## config.mk

```make
export PLATFORM = sky130hd
export DESIGN_NAME = ps2_wake_gate
export DESIGN_NICKNAME = d
export VERILOG_FILES = /design/src/rtl/ps2w_pkg.sv /design/src/rtl/ps2w_sync.sv /design/src/rtl/ps2w_irq_latch.sv /design/src/rtl/ps2w_wake_regs.sv /design/src/rtl/ps2_wake_gate.sv
export SDC_FILE = /design/constraint.sdc
export NUM_CORES = 1
export LEC_CHECK = 0
export ABC_CLOCK_PERIOD_IN_PS = 1100
export BUFFER_PORTS_ARGS = -buffer_cell sky130_fd_sc_hd__clkbuf_2
export CAP_MARGIN = 20
export CORE_MARGIN = 2
export CORE_UTILIZATION = 48
export CTS_CLUSTER_SIZE = 10
export DETAILED_ROUTE_END_ITERATION = 7
export PLACE_DENSITY = 0.77
export SETUP_SLACK_MARGIN = 0.5
export SLEW_MARGIN = 30
export SYNTH_ARGS = -nofsm -noshare
export SYNTH_HDL_FRONTEND = slang
export SYNTH_SLANG_ARGS = --single-unit
export TNS_END_PERCENT = 1
```

## constraint.sdc

```tcl
create_clock -name clk -period 1.1 [get_ports clk]
set_input_delay 0 -clock clk [delete_from_list [all_inputs] [get_ports clk]]
set_output_delay 0 -clock clk [all_outputs]
set_load 0.02 [all_outputs]
```

## src/rtl/ps2w_pkg.sv

```systemverilog
package ps2w_pkg;
  localparam int DATA_W = 8;
  localparam int ADDR_W = 2;
  localparam int N_EVT  = 4;
  localparam int N_CH   = 2;

  localparam logic [ADDR_W-1:0] A_CTRL = 2'd0;
  localparam logic [ADDR_W-1:0] A_STAT = 2'd1;
  localparam logic [ADDR_W-1:0] A_EN   = 2'd2;

  // control register bit positions
  localparam int B_MODE   = 7;
  localparam int B_MS_ISO = 6;
  localparam int B_KB_ISO = 5;
  localparam int B_MS_SEL = 4;
  localparam int B_KB_SEL = 3;
  // enable register global bit
  localparam int B_GEN    = 7;

  // blocked line is shown idle-high to the controller
  function automatic logic gate_line(input logic blocked, input logic line);
    return blocked | line;
  endfunction

  // interrupt output: latched only, or raw AND latched
  function automatic logic irq_pick(input logic sel_latched, input logic raw, input logic lat);
    return sel_latched ? lat : (raw & lat);
  endfunction

  function automatic logic pme_calc(input logic [N_EVT-1:0] stat, input logic [N_EVT-1:0] en,
                                    input logic glob);
    return glob & (|(stat & en));
  endfunction
endpackage

```

## src/rtl/ps2w_sync.sv

```systemverilog
module ps2w_sync #(
  parameter int WIDTH  = 4,
  parameter int STAGES = 2
) (
  input  logic             clk,
  input  logic             rst_n,
  input  logic [WIDTH-1:0] d,
  output logic [WIDTH-1:0] q
);
  logic [WIDTH-1:0] st_q [STAGES];

  always_ff @(posedge clk or negedge rst_n) begin
    if (!rst_n) begin
      for (int i = 0; i < STAGES; i++) st_q[i] <= '1;
    end else begin
      st_q[0] <= d;
      for (int i = 1; i < STAGES; i++) st_q[i] <= st_q[i-1];
    end
  end

  assign q = st_q[STAGES-1];
endmodule

```

## src/rtl/ps2w_irq_latch.sv

```systemverilog
module ps2w_irq_latch import ps2w_pkg::*; (
  input  logic clk,
  input  logic rst_n,
  input  logic raw,
  input  logic clr,
  input  logic sel_latched,
  output logic rise,
  output logic irq_out
);
  logic prev_q, lat_q;

  assign rise = raw & ~prev_q;

  always_ff @(posedge clk or negedge rst_n) begin
    if (!rst_n) begin
      prev_q <= 1'b0;
      lat_q  <= 1'b0;
    end else begin
      prev_q <= raw;
      if (clr)       lat_q <= 1'b0;
      else if (rise) lat_q <= 1'b1;
    end
  end

  assign irq_out = irq_pick(sel_latched, raw, lat_q);

  a_r6_clear_wins: assert property (@(posedge clk) disable iff (!rst_n)
    clr |=> !lat_q);
  a_r6_rise_sets: assert property (@(posedge clk) disable iff (!rst_n)
    (raw && !$past(raw) && !clr) |=> lat_q);
  a_r7_and_mode: assert property (@(posedge clk) disable iff (!rst_n)
    (!sel_latched && irq_out) |-> raw);
endmodule

```

## src/rtl/ps2w_wake_regs.sv

```systemverilog
module ps2w_wake_regs import ps2w_pkg::*; (
  input  logic              clk,
  input  logic              sb_rst_n,
  input  logic              rst_n,
  input  logic              reg_we,
  input  logic [ADDR_W-1:0] reg_addr,
  input  logic [DATA_W-1:0] reg_wdata,
  input  logic [N_EVT-1:0]  evt,
  output logic [DATA_W-1:0] reg_rdata,
  output logic              kb_iso,
  output logic              ms_iso,
  output logic              kb_sel,
  output logic              ms_sel,
  output logic              pme
);
  logic             mode_q, ms_iso_q, kb_iso_q;
  logic [1:0]       sel_q;       // {ms, kb}
  logic [N_EVT-1:0] stat_q, en_q, clr_v;
  logic             gen_q;
  logic             wr_ctrl, wr_stat, wr_en;

  assign wr_ctrl = reg_we && (reg_addr == A_CTRL);
  assign wr_stat = reg_we && (reg_addr == A_STAT);
  assign wr_en   = reg_we && (reg_addr == A_EN);
  assign clr_v   = wr_stat ? reg_wdata[N_EVT-1:0] : '0;

  // standby-domain state
  always_ff @(posedge clk or negedge sb_rst_n) begin
    if (!sb_rst_n) begin
      mode_q   <= 1'b0;
      ms_iso_q <= 1'b0;
      kb_iso_q <= 1'b0;
      stat_q   <= '0;
      en_q     <= '0;
      gen_q    <= 1'b0;
    end else begin
      if (wr_ctrl) begin
        mode_q   <= reg_wdata[B_MODE];
        ms_iso_q <= reg_wdata[B_MS_ISO];
        kb_iso_q <= reg_wdata[B_KB_ISO];
      end
      stat_q <= (stat_q & ~clr_v) | evt;
      if (wr_en) begin
        en_q  <= reg_wdata[N_EVT-1:0];
        gen_q <= reg_wdata[B_GEN];
      end
    end
  end

  // main-domain state
  always_ff @(posedge clk or negedge rst_n) begin
    if (!rst_n)       sel_q <= 2'b00;
    else if (wr_ctrl) sel_q <= {reg_wdata[B_MS_SEL], reg_wdata[B_KB_SEL]};
  end

  always_comb begin
    reg_rdata = '0;
    case (reg_addr)
      A_CTRL: begin
        reg_rdata[B_MODE]   = mode_q;
        reg_rdata[B_MS_ISO] = ms_iso_q;
        reg_rdata[B_KB_ISO] = kb_iso_q;
        reg_rdata[B_MS_SEL] = sel_q[1];
        reg_rdata[B_KB_SEL] = sel_q[0];
      end
      A_STAT: reg_rdata[N_EVT-1:0] = stat_q;
      A_EN: begin
        reg_rdata[N_EVT-1:0] = en_q;
        reg_rdata[B_GEN]     = gen_q;
      end
      default: reg_rdata = '0;
    endcase
  end

  assign kb_iso = kb_iso_q;
  assign ms_iso = ms_iso_q;
  assign kb_sel = sel_q[0];
  assign ms_sel = sel_q[1];
  assign pme    = pme_calc(stat_q, en_q, gen_q);

  a_r5_event_recorded: assert property (@(posedge clk) disable iff (!sb_rst_n)
    (evt != '0) |=> ((stat_q & $past(evt)) == $past(evt)));
  a_r8_sticky: assert property (@(posedge clk) disable iff (!sb_rst_n)
    (($past(stat_q) & ~stat_q & ~$past(clr_v)) == '0));
  a_r9_pme_cause: assert property (@(posedge clk) disable iff (!sb_rst_n)
    $rose(pme) |-> ($past(reg_we) || ($past(evt) != '0)));
endmodule

```

## src/rtl/ps2_wake_gate.sv

```systemverilog
module ps2_wake_gate import ps2w_pkg::*; #(
  parameter int SYNC_STAGES = 2
) (
  input  logic              clk,
  input  logic              sb_rst_n,
  input  logic              rst_n,
  input  logic              main_pwr_ok,
  input  logic              pwr_down,
  input  logic              kb_clk_pin,
  input  logic              kb_dat_pin,
  input  logic              ms_clk_pin,
  input  logic              ms_dat_pin,
  output logic              kbc_kb_clk,
  output logic              kbc_kb_dat,
  output logic              kbc_ms_clk,
  output logic              kbc_ms_dat,
  input  logic              kbc_kb_irq,
  input  logic              kbc_ms_irq,
  input  logic              kb_irq_clr,
  input  logic              ms_irq_clr,
  input  logic              reg_we,
  input  logic [ADDR_W-1:0] reg_addr,
  input  logic [DATA_W-1:0] reg_wdata,
  output logic [DATA_W-1:0] reg_rdata,
  output logic              kb_irq_out,
  output logic              ms_irq_out,
  output logic              pme_out
);
  localparam int N_LINES = 2 * N_CH;

  logic [N_LINES-1:0] pins, syn;     // {ms_dat, ms_clk, kb_dat, kb_clk}
  logic [N_CH-1:0]    dat_syn, dat_prev_q, dat_fall;
  logic [N_CH-1:0]    raw_v, clr_v, sel_v, rise_v, out_v, irq_ev;
  logic [N_EVT-1:0]   evt;
  logic               kb_iso, ms_iso, kb_sel, ms_sel;
  logic               blk_kb, blk_ms;

  assign pins = {ms_dat_pin, ms_clk_pin, kb_dat_pin, kb_clk_pin};

  ps2w_sync #(.WIDTH(N_LINES), .STAGES(SYNC_STAGES)) u_sync (
    .clk(clk), .rst_n(sb_rst_n), .d(pins), .q(syn));

  // wake path: falling edge on synchronised data, never gated
  assign dat_syn = {syn[3], syn[1]};
  always_ff @(posedge clk or negedge sb_rst_n) begin
    if (!sb_rst_n) dat_prev_q <= '1;
    else           dat_prev_q <= dat_syn;
  end
  assign dat_fall = dat_prev_q & ~dat_syn;

  // controller path
  assign blk_kb = kb_iso | pwr_down;
  assign blk_ms = ms_iso | pwr_down;
  assign kbc_kb_clk = gate_line(blk_kb, syn[0]);
  assign kbc_kb_dat = gate_line(blk_kb, syn[1]);
  assign kbc_ms_clk = gate_line(blk_ms, syn[2]);
  assign kbc_ms_dat = gate_line(blk_ms, syn[3]);

  assign raw_v = {kbc_ms_irq, kbc_kb_irq};
  assign clr_v = {ms_irq_clr, kb_irq_clr};
  assign sel_v = {ms_sel, kb_sel};

  for (genvar c = 0; c < N_CH; c++) begin : g_ch
    ps2w_irq_latch u_lat (
      .clk(clk), .rst_n(rst_n), .raw(raw_v[c]), .clr(clr_v[c]),
      .sel_latched(sel_v[c]), .rise(rise_v[c]), .irq_out(out_v[c]));
  end

  assign irq_ev = rise_v & {N_CH{main_pwr_ok}};
  assign evt    = {dat_fall, irq_ev};
  assign kb_irq_out = out_v[0];
  assign ms_irq_out = out_v[1];

  ps2w_wake_regs u_regs (
    .clk(clk), .sb_rst_n(sb_rst_n), .rst_n(rst_n), .reg_we(reg_we),
    .reg_addr(reg_addr), .reg_wdata(reg_wdata), .evt(evt), .reg_rdata(reg_rdata),
    .kb_iso(kb_iso), .ms_iso(ms_iso), .kb_sel(kb_sel), .ms_sel(ms_sel), .pme(pme_out));

  a_r3_pwrdown_blocks: assert property (@(posedge clk) disable iff (!sb_rst_n)
    pwr_down |-> (kbc_kb_clk && kbc_kb_dat && kbc_ms_clk && kbc_ms_dat));
  a_r2_kb_iso_idle: assert property (@(posedge clk) disable iff (!sb_rst_n)
    kb_iso |-> (kbc_kb_clk && kbc_kb_dat));
  a_r2_ms_iso_idle: assert property (@(posedge clk) disable iff (!sb_rst_n)
    ms_iso |-> (kbc_ms_clk && kbc_ms_dat));
  a_r5_irq_needs_power: assert property (@(posedge clk) disable iff (!sb_rst_n)
    (evt[N_CH-1:0] != '0) |-> main_pwr_ok);
endmodule

```

==> reports/results.txt <==
status - complete, but fails checks
failing checks - hold timing, setup timing
Root Buffer - clkbuf_4
final setup fails - 9
Multi-input gate area - 474 µm²
Rows - 17
Max Cap Viol - 0
Post-synth EDFFs - 0
Setup TNS Final - -1080 ps
Slowest cell on crit path - dfrtp_1
met1 Use GR - 0.274
max_slew headroom - 0.688
Buf/Inv on CP - 1
RR Startpoint - u_sync.q[3]$_DFF_PN1_
pin count of the biggest net entering global routing - 23
Die X - 52.7 µm
ys flop type - dfrtp_1
P&R area growth vs syn - 43.8%
vias in the first global route - 884
clk sinks - 28
PwrDens - 1330 mW/mm²
Placer Congestion - 0.709
Seq cells post-synth - 28
Fmax - 776 MHz
Worst VDD drop - 1120 µV
Hold Vio Cnt, Final - 12
crit path launch - u_regs.kb_iso$_DFFE_PN0P_
yosys warns - 0
GRT met3 Usage - 0.0371
Hold WS - -90.2 ps
Req. time, crit path - 1100 ps
Mapped Area - 0.00114 mm²
global-route wire length before repair - 4.13 mm
antenna fix cells - 0
Initial DRC Count - 9
total grt overflow - 0
cells along the critical path - or3_1, buf_2
Post-Syn Area per Cell - 13.1 µm²
IO Pins - 39
PnR worst setup slack - -189 ps
crit start category - flop
worst min path class - input port to flop
Sequential Area - 713 µm²
CTS H-tree depth - 1
Tot Pwr - 2.18 mW
Largest stage delay, worst path - 440 ps
post-layout min period - 1290 ps
Worst-path clk slew - 130 ps
crit-path max FO - 4
delay-heaviest family, CP - flip-flops
Fillers - 157
die height - 52.7 µm
Die Footprint - 0.00277 mm²
Core ar. - 0.00223 mm²
Layout Skew - 2.24 ps
initial antenna violation count - 0
Layout Nets - 171
Synthesized Nets - 115
commonest non-fill, non-tap cell in the layout - clkbuf_2
cell count after synthesis - 87
vias per cell - 5.16
HPWL after DPL - 1.78 mm
ys async rst share - 1.00
total CTS buffers - 3
All-Layer GR Usage - 0.215
Pins Over Slew Limit - 0
Max Root-Sink Buffers - 2
RSZ-0062 raised after global routing - true
share of layout cells above drive strength 1 - 0.556
Starting Density - 0.509
Leakage Power - 0.790 nW
Least-Margin Pin Slew - 468 ps
# port buffers - 38
DR vias - 877
DRT antenna net count - 0
sequential area share after synthesis - 0.628
post-synth cell types - 19
period utilization - 1.17
commonest non-fill, non-tap cells in the layout - clkbuf_2 (23), dfrtp_1 (18), dlygate4sd3_1 (11), dfstp_2 (10), buf_2 (9)
TritonCTS clock tree - done
Data arrival, critical path - 1290 ps
hold_sp - reg_wdata[6]
drt first pass iters - 4
worst setup path class - flop to output port
clk_lat worst skew - 310 ps
# DRC - 0
CTS Hold Bufs - 11
GRT busiest layer - met2
Global Route met2 Usage - 0.354
wire per inst - 15.3 µm
Detailed Route WL - 2.61 mm
CP Capture Type - output port
-- state kept, by name (all words and copies together) (netlist names) --
signal / cells
dat_prev_q: 2
g_ch.u_lat.lat_q: 2
g_ch.u_lat.prev_q: 2
u_regs.en_q: 4
u_regs.gen_q: 1
u_regs.kb_iso: 1
u_regs.mode_q: 1
u_regs.ms_iso: 1
u_regs.sel_q: 2
u_regs.stat_q: 4
u_sync.q: 4
u_sync.st_q: 4
-- kinds of logic after synthesis --
| family | share of synthesized area |
|---|---|
| flops | 0.628 |
| mux | 0.0991 |
| compound gates | 0.0958 |
| fa+ha+maj | 0.0441 |
| buf+inv | 0.0264 |
| simple gates | 0.107 |
-- where the power goes --
group          switching, mW  total, mW  internal [mW]
Combinational          0.237      0.526          0.288
Sequential            0.0939       1.25           1.16
Clock                  0.259      0.400          0.141
-- worst register-to-register path: stages, from the launching register on --
cell and delay (ps):
dfstp_2 580, inv_2 30, a22o_1 200
-- layout make-up --
cell class | count | area share
inverter | 7 | 0.0161
clock buffer | 4 | 0.0161
tap | 28 | 0.0214
sequential | 28 | 0.436
multi-input combinational | 51 | 0.290
timing repair buffer | 52 | 0.220
-- Yosys cell counts (all sizes together), types with 2 or more instances --
master	instances	area share
a22o	3	0.023
nand3	4	0.018
mux2	10	0.099
ha	4	0.044
nand2b	2	0.011
dfstp	10	0.23
inv	7	0.023
a22oi	5	0.033
and2	3	0.017
or3	4	0.022
o2bb2ai	2	0.015
nor2b	3	0.017
nor2	5	0.017
a21oi	2	0.0088
dfrtp	18	0.40
nand2	2	0.0066
-- what timing repair did --
item / in CTS / in global routing
pin swaps: 11 / 12
cloned: 0 / 0
endpoints found under the setup margin: 33 / 46
hold endpoints to repair: 49 / 12
gates resized for setup: 22 / 20
buffers inserted: 1 / 0
-- metal layers --
layer  up-vias  wire length [µm]
met5         -                 0
met4         0                25
met3         2               138
met2        36              1320
met1       426              1120
li1        413                 -
-- final timing paths --
path	cells after the start	slack, ps	to
max	2	-190	kbc_kb_clk
min	2	-90	u_regs.ms_iso$_DFFE_PN0P_
max reg2reg	2	190	u_regs.stat_q[3]$_DFF_PN0_
min reg2reg	0	370	u_sync.q[1]$_DFF_PN1_
max in group asynchronous	2	590	u_sync.q[2]$_DFF_PN1_
min in group asynchronous	2	40	g_ch[1].u_lat.prev_q$_DFF_PN0_
-- stage by stage --
stage          worst slack (ps)  instances  hold WS [ps]   util  cell area, µm²
2_1_floorplan               252         87          -296      -            1140
3_3_place_gp                105        154          -171  0.618            1380
3_5_place_dp               48.6        154          -171  0.618            1380
4_1_cts                    -209        170          -103  0.720            1610
5_1_grt                    -316        170          -111  0.732            1630
6_report                   -189        170         -90.2  0.732            1630
Power figures use the tool's default switching activity.
